`src/rtl/dram_cycle_monitor.sv`:
```
module dram_cycle_monitor #(
  parameter int CW       = 8,
  parameter int WSETUP   = 2,
  parameter int ROW_WR   = 6,
  parameter int COL_WR   = 4,
  parameter int STB_WR   = 3,
  parameter int STB_MINW = 3
) (
  input  logic       clk,
  input  logic       rst_n,
  input  logic       row_stb_n,
  input  logic [1:0] col_stb_n,
  input  logic       wr_n,
  input  logic       outen_n,
  output logic       cyc_valid,
  output logic [2:0] cyc_type,
  output logic       oe_err,
  output logic [1:0] stb_width_err
);
  localparam logic [2:0] TY_READ = 3'd0, TY_EARLY = 3'd1, TY_RMW = 3'd2,
                         TY_LATE = 3'd3, TY_REF = 3'd4, TY_INDET = 3'd5;
  localparam logic [CW-1:0] CMAX = {CW{1'b1}};

  function automatic logic [CW-1:0] sat_inc(input logic [CW-1:0] x);
    return (x == CMAX) ? x : x + 1'b1;
  endfunction

  logic          p_row, p_wr;
  logic [1:0]    p_col;
  logic [CW-1:0] row_age, first_age, last_age, wr_age;
  logic [CW-1:0] stb_age [2];
  logic          cas_seen, hid, wr_done, oe_seen, oe_err_seen;
  logic [2:0]    ty;

  wire       active    = ~row_stb_n;
  wire       row_fall  = p_row & ~row_stb_n;
  wire       row_rise  = ~p_row & row_stb_n;
  wire [1:0] col_fall  = p_col & ~col_stb_n;
  wire       hid_now   = row_fall & ~&p_col;
  wire       hid_eff   = hid | hid_now;
  wire       wr_fall   = p_wr & ~wr_n;
  wire       first_fall = active & ~cas_seen & ~hid_eff & |col_fall;
  wire       late_fall  = active & cas_seen & ~hid & ~wr_done & wr_fall;
  wire       lead_ok    = ~wr_fall & (wr_age >= CW'(WSETUP));
  wire       delays_ok  = (row_age >= CW'(ROW_WR)) & (first_age >= CW'(COL_WR)) &
                          (last_age >= CW'(STB_WR));

  logic [2:0] ty_we;
  always_comb begin
    if (&col_stb_n)               ty_we = TY_INDET;
    else if (~oe_seen & outen_n)  ty_we = TY_LATE;
    else if (delays_ok)           ty_we = TY_RMW;
    else                          ty_we = TY_INDET;
  end

  wire wr_kind  = cas_seen & wr_done & ((ty == TY_RMW) | (ty == TY_LATE));
  wire oe_err_c = active & ~hid & ~wr_n & ~outen_n & ~oe_err_seen &
                  ((late_fall & (ty_we == TY_RMW)) | wr_kind);

  always_ff @(posedge clk) begin
    if (!rst_n) begin
      p_row <= 1'b1; p_wr <= 1'b1; p_col <= 2'b11;
      row_age <= '0; first_age <= '0; last_age <= '0; wr_age <= '0;
      cas_seen <= 1'b0; hid <= 1'b0; wr_done <= 1'b0; oe_seen <= 1'b0;
      oe_err_seen <= 1'b0; ty <= TY_READ;
      cyc_valid <= 1'b0; cyc_type <= TY_READ; oe_err <= 1'b0;
    end else begin
      p_row <= row_stb_n; p_wr <= wr_n; p_col <= col_stb_n;
      row_age   <= row_fall    ? CW'(1) : sat_inc(row_age);
      first_age <= first_fall  ? CW'(1) : sat_inc(first_age);
      last_age  <= (|col_fall) ? CW'(1) : sat_inc(last_age);
      wr_age    <= wr_fall     ? CW'(1) : sat_inc(wr_age);
      oe_err    <= oe_err_c;
      cyc_valid <= row_rise;
      if (row_rise) cyc_type <= (hid | ~cas_seen) ? TY_REF : ty;
      if (row_rise) begin
        cas_seen <= 1'b0; hid <= 1'b0; wr_done <= 1'b0;
        oe_seen <= 1'b0; oe_err_seen <= 1'b0; ty <= TY_READ;
      end else if (active) begin
        if (hid_now) hid <= 1'b1;
        if (~outen_n) oe_seen <= 1'b1;
        if (oe_err_c) oe_err_seen <= 1'b1;
        if (first_fall) begin
          cas_seen <= 1'b1;
          if (~wr_n) begin
            wr_done <= 1'b1;
            ty <= lead_ok ? TY_EARLY : TY_INDET;
          end else begin
            ty <= TY_READ;
          end
        end else if (late_fall) begin
          wr_done <= 1'b1;
          ty <= ty_we;
        end
      end
    end
  end

  for (genvar i = 0; i < 2; i++) begin : g_lane
    always_ff @(posedge clk) begin
      if (!rst_n) begin
        stb_age[i] <= '0;
        stb_width_err[i] <= 1'b0;
      end else begin
        stb_age[i] <= col_fall[i] ? CW'(1) : sat_inc(stb_age[i]);
        stb_width_err[i] <= ~p_col[i] & col_stb_n[i] & (stb_age[i] < CW'(STB_MINW));
      end
    end
  end
endmodule

```
`config.mk`:
```
export PLATFORM = sky130hd
export DESIGN_NAME = dram_cycle_monitor
export DESIGN_NICKNAME = d
export VERILOG_FILES = /design/src/rtl/dram_cycle_monitor.sv
export SDC_FILE = /design/constraint.sdc
export NUM_CORES = 1
export LEC_CHECK = 0
export ABC_AREA = 1
export BUFFER_PORTS_ARGS = -buffer_cell sky130_fd_sc_hd__buf_2
export CAP_MARGIN = 20
export CORE_MARGIN = 1
export CORE_UTILIZATION = 40
export DETAILED_ROUTE_END_ITERATION = 7
export SYNTH_ARGS = -nofsm -noshare
export SYNTH_HDL_FRONTEND = slang
export SYNTH_SLANG_ARGS = --single-unit
```
`constraint.sdc`:
```
create_clock -name clk -period 2.4 [get_ports clk]
set_input_delay 0.12 -clock clk [delete_from_list [all_inputs] [get_ports clk]]
set_output_delay 0.12 -clock clk [all_outputs]
set_load 0.005 [all_outputs]
```
# Yosys cells after proc, flatten, opt, wreduce, memory -nomap -nowiden
# Memories as Yosys holds them, arrays and structs flattened.
# Cells that the tools add are included.
# word_totals
ram_bits	16
mem_count	1
regBits	51
elab_cells	141
# memory_table
name	words	word_bits	rd	rd_clocked_by_memory_dff	wr	line	text
stb_age	2	8	2	0	2	31	logic [CW-1:0] stb_age [2];
# op_classes
n_reduce_logical	16
add_sub_neg	6
n_lt_le_gt_ge	6
n_bitwise	49
eq_ne	14
mux	27
# op_table
op	n
8-bit by 1-bit adder with 8-bit output (second input constant)	6
8-bit == test (second input constant)	6
8-bit 2-to-1 mux	6
1-bit AND	27
3-bit 2-to-1 mux	8
8-bit by 2-bit >= comparator with 1-bit output (second input constant)	2
8-bit by 3-bit >= comparator with 1-bit output (second input constant)	2
8-bit by 2-bit less-than comparator with 1-bit output (second input constant)	2
1-bit inverter	14
2-bit AND reduction	7
1-bit 2-to-1 mux	13
2-bit != test (second input constant)	5
2-bit OR reduction	5
3-bit by 2-bit == test with 1-bit output (second input constant)	3
1-bit OR	6
3-bit AND reduction	1
3-bit OR reduction	1
2-bit AND	1
2-bit inverter	1
2-bit nonzero test	1
1-bit zero test	1

# Logic depth before layout (Yosys ltp)
# depth
word_depth	11
ltp_mapped	11

# Worst setup path before layout
# OpenSTA, ideal clock, no wires.
# synth_path
path_kind	flip-flop to flip-flop
startpoint	register wr_age[1]
endpoint	register wr_age[0]
arrival_time_ns	1.219
stages_incl_launch_ff	9
path_slack_ns	1.064
period_less_slack_ns	1.336
path_buffers	0
setup_ns	0.116
required_ns	2.284
cell_sequence	dfxtp_1 > ha_1 > nand2_2 > nor3_4 > nand3_2 > inv_2 > nor2_1 > nor3_2 > nor2_1
# synth_between
elab_chain_len	2
# synth_lines
item	line	text
start, declared	30	logic [CW-1:0] row_age, first_age, last_age, wr_age;
start signal, assigned	72	wr_age <= wr_fall ? CW'(1) : sat_inc(wr_age);
8-bit == test	25	return (x == CMAX) ? x : x + 1'b1;
2-bit != test (no line)	n/a	
# No other way between the ends.
# A chain may end at the register's enable or synchronous reset.

# Final worst setup path
# Same ends and word-level chain as after synthesis.

==> flow_summary_export.csv <==
group,metric,value,unit
clock_tree,cts_buffer_depth,2,
clock_tree,root_buffer,"clkbuf_8",
logic_synthesis,yosysMostFrequentCell,"nand2_1",
cells_and_area,syn_to_final_growth,11.28,%
floorplanning,fp-row-count,32,
place,dp.cells,565,
cells_and_area,final_area,3641,um2
timing,final.min_clock_period,1.488,ns
logic_synthesis,synth_cell_type_count,34,
cells_and_area,fin_nets,490,
logic_synthesis,synthArstFlopShare,0,%
critical_path,required,2.62,ns
power,leakage,1.600,nW
detailed_routing,routed-via-count,2820,
timing,fmax,672.0,MHz
critical_path,crit_type,"reg2reg",
critical_path,worstPathArrival,1.70,ns
critical_path,crit_path_frequent_cell,"nor2_1",
critical_path,cp-start-kind,"flip-flop",
global_route,grt_pass1_vias,2537,
timing,setup_slack,0.9119,ns
floorplanning,die_w,92.44,um
hold_path,hold_class,"in2reg",
cells_and_area,instances_no_fill,581,
global_route,grt-ovfl-total,0,
floorplanning,dieArea,8545,um2
clock_tree,clock_latency,0.33,ns
timing,finalHoldViolations,0,
clock_tree,clk_pin_slew,0.07,ns
clock_tree,cts_buffers,9,
timing,finalCritPeriodShare,62.01,%
logic_synthesis,synth_top_area_share,40.99,%
cells_and_area,final_util,46.63,%
detailed_routing,via_per_inst,4.854,
clock_tree,cts_setup_buffers,0,
global_route,grt_first_pass_wirelength,11030,um
detailed_routing,wire_per_inst,10.97,um
timing,maxSlewViolCount,0,
logic_synthesis,synth-seq-cells,67,
place,place.gp.congestion,0.8316,
floorplanning,die_h,92.44,um
clock_tree,cts_tree,"yes",
critical_path,end_kind,"flip-flop",
detailed_routing,drc_errors,0,
detailed_routing,detail-route-antenna-nets,0,
clock_tree,post_cts_resize_count,0,
clock_tree,cts.sinks,67,
run,cap_viol_max_count,0,
floorplanning,core_area,7807,um2
detailed_routing,firstDrtPassIters,4,
power,power_density,614.8,nW/um2
power,ir_drop,0.0003442,V
logic_synthesis,synth_edf_count,0,
global_route,grt_max_degree,12,
timing,rsz0062_at_grt,"false",
critical_path,cp_max_fo,5,
timing,finalSetupViolations,0,
place,placed_area,3453,um2
logic_synthesis,mappedNetlistArea,3272,um2
place,pre_cts_ws,0.9266,ns
logic_synthesis,yosysWarnings,0,
timing,clock-skew-final,0.005687,ns
cells_and_area,drive_gt1_share,13.15,%
timing,tns,0,ns
logic_synthesis,synth_top_cell_by_area,"dfxtp_1",
critical_path,slowest_stage,"dfxtp_1",
timing,tightest_slew,0.3380,ns
clock_tree,hold_buffers,0,
detailed_routing,wirelength,6376,um
critical_path,max_stage_delay,0.39,ns
critical_path,crit_chain,"ha_1 -> nand2_2 -> nor3_4 -> nand3_2 -> inv_2 -> nor2_1 -> nor3_2 -> nor2_1",
cells_and_area,n_antenna_cell,0,
run_status,status,"completed",
timing,relSlewSlack,77.38,%
detailed_routing,drt_iter0_drc,88,
logic_synthesis,synth_ff_type,"dfxtp_1",
logic_synthesis,syn_avg_cell_area,7.255,um2
logic_synthesis,yosys-top-cells-area,"dfxtp_1, nand2_1, inv_1",
place,portBuffers,13,
logic_synthesis,syn-num-nets,467,
logic_synthesis,yosys-top-cells-count,"nand2_1, dfxtp_1, inv_1, nor2_1, a21oi_1",
clock_tree,htreeDepth,3,
floorplanning,pin_count,14,
place,dpl.hpwl,4715,um
global_route,antenna_found_initial,0,
floorplanning,initial_utilization,41.91,%
global_route,track_usage,16.10,%
logic_synthesis,synthCells,451,
logic_synthesis,ys_seq_area_share,40.99,%
==> cell families after synthesis <==
family | count (synthesis) | synth area share (%)
xor+xnor | 10 | 2.677
simple gates | 213 | 30.75
compound gates | 76 | 13.19
fa+ha+maj | 9 | 3.442
flops | 67 | 40.99
buf+inv | 76 | 8.948
==> critical path: cells and delay by family, from the launching register on <==
| kind | cells | cell delay, ns |
|---|---|---|
| buffers and inverters | 1 | 0.12 |
| and+or+nand+nor | 6 | 0.64 |
| DFF | 1 | 0.39 |
| adders and majority gates | 1 | 0.23 |
==> layout make-up <==
cell class	count	area (um2)
inverters	75	281.5
clock buffers	14	152.6
fillers	791	4167
multi-input cells	308	1638
well taps	102	127.6
clock inverters	2	35.03
flip-flops and latches	67	1341
repair buffers	13	65.06
==> cells in the final DEF (no fill, tap or decap), types with 5 or more instances in the layout <==
cell type  instances
nand3_2            9
o21ai_0           25
nand3_1           22
nor3_1             6
inv_1             67
a21oi_1           26
a31oi_1            8
ha_1               9
clkbuf_8          10
nor3_2             6
nand2_1           84
xor2_1             6
o21ai_1            5
inv_2              7
buf_2             13
dfxtp_1           67
nor2_1            65
==> layer usage <==
| metal | wire [um] | vias up | global-route usage, % |
|---|---|---|---|
| met5 | 0 | - | 0 |
| met4 | 119 | 0 | 6.510 |
| met3 | 241 | 12 | 3.859 |
| met2 | 2738 | 39 | 25.00 |
| met1 | 3277 | 1267 | 21.40 |
| li1 | - | 1502 | - |
==> power by group <==
group          leakage [nW]  internal [W]  total [W]  switching (W)
logic                 0.960     0.0000531   0.000155       0.000102
registers             0.545       0.00114    0.00117      0.0000268
clock network        0.0947      0.000509   0.000913       0.000404
==> sequential cells by signal, summed over array words and instances (netlist names), 2 cells and up <==
name,count
p_col,2
cyc_type,3
first_age,8
ty,3
last_age,8
row_age,8
stb_width_err,2
stb_age,16
wr_age,8
==> path summary, 6_finish.rpt <==
check        cells after the start          from  slack, ns     endpoint
min                              3  col_stb_n[1]       0.03     p_col[1]
max reg2reg                      8     wr_age[1]       0.91    wr_age[0]
min reg2reg                      2   cyc_type[2]       0.46  cyc_type[2]
max                              8     wr_age[1]       0.91    wr_age[0]
==> stage by stage <==
stage / hold WS (ns) / total power, W
6_report: 0.02935 / 0.002239
5_1_grt: 0.04582 / 0.002349
4_1_cts: 0.02004 / 0.002265
3_5_place_dp: 0.3543 / 0.001351
3_3_place_gp: 0.3521 / 0.001348
2_1_floorplan: 0.2164 / 0.001308
Note: power is estimated with default switching activity, not from simulation.
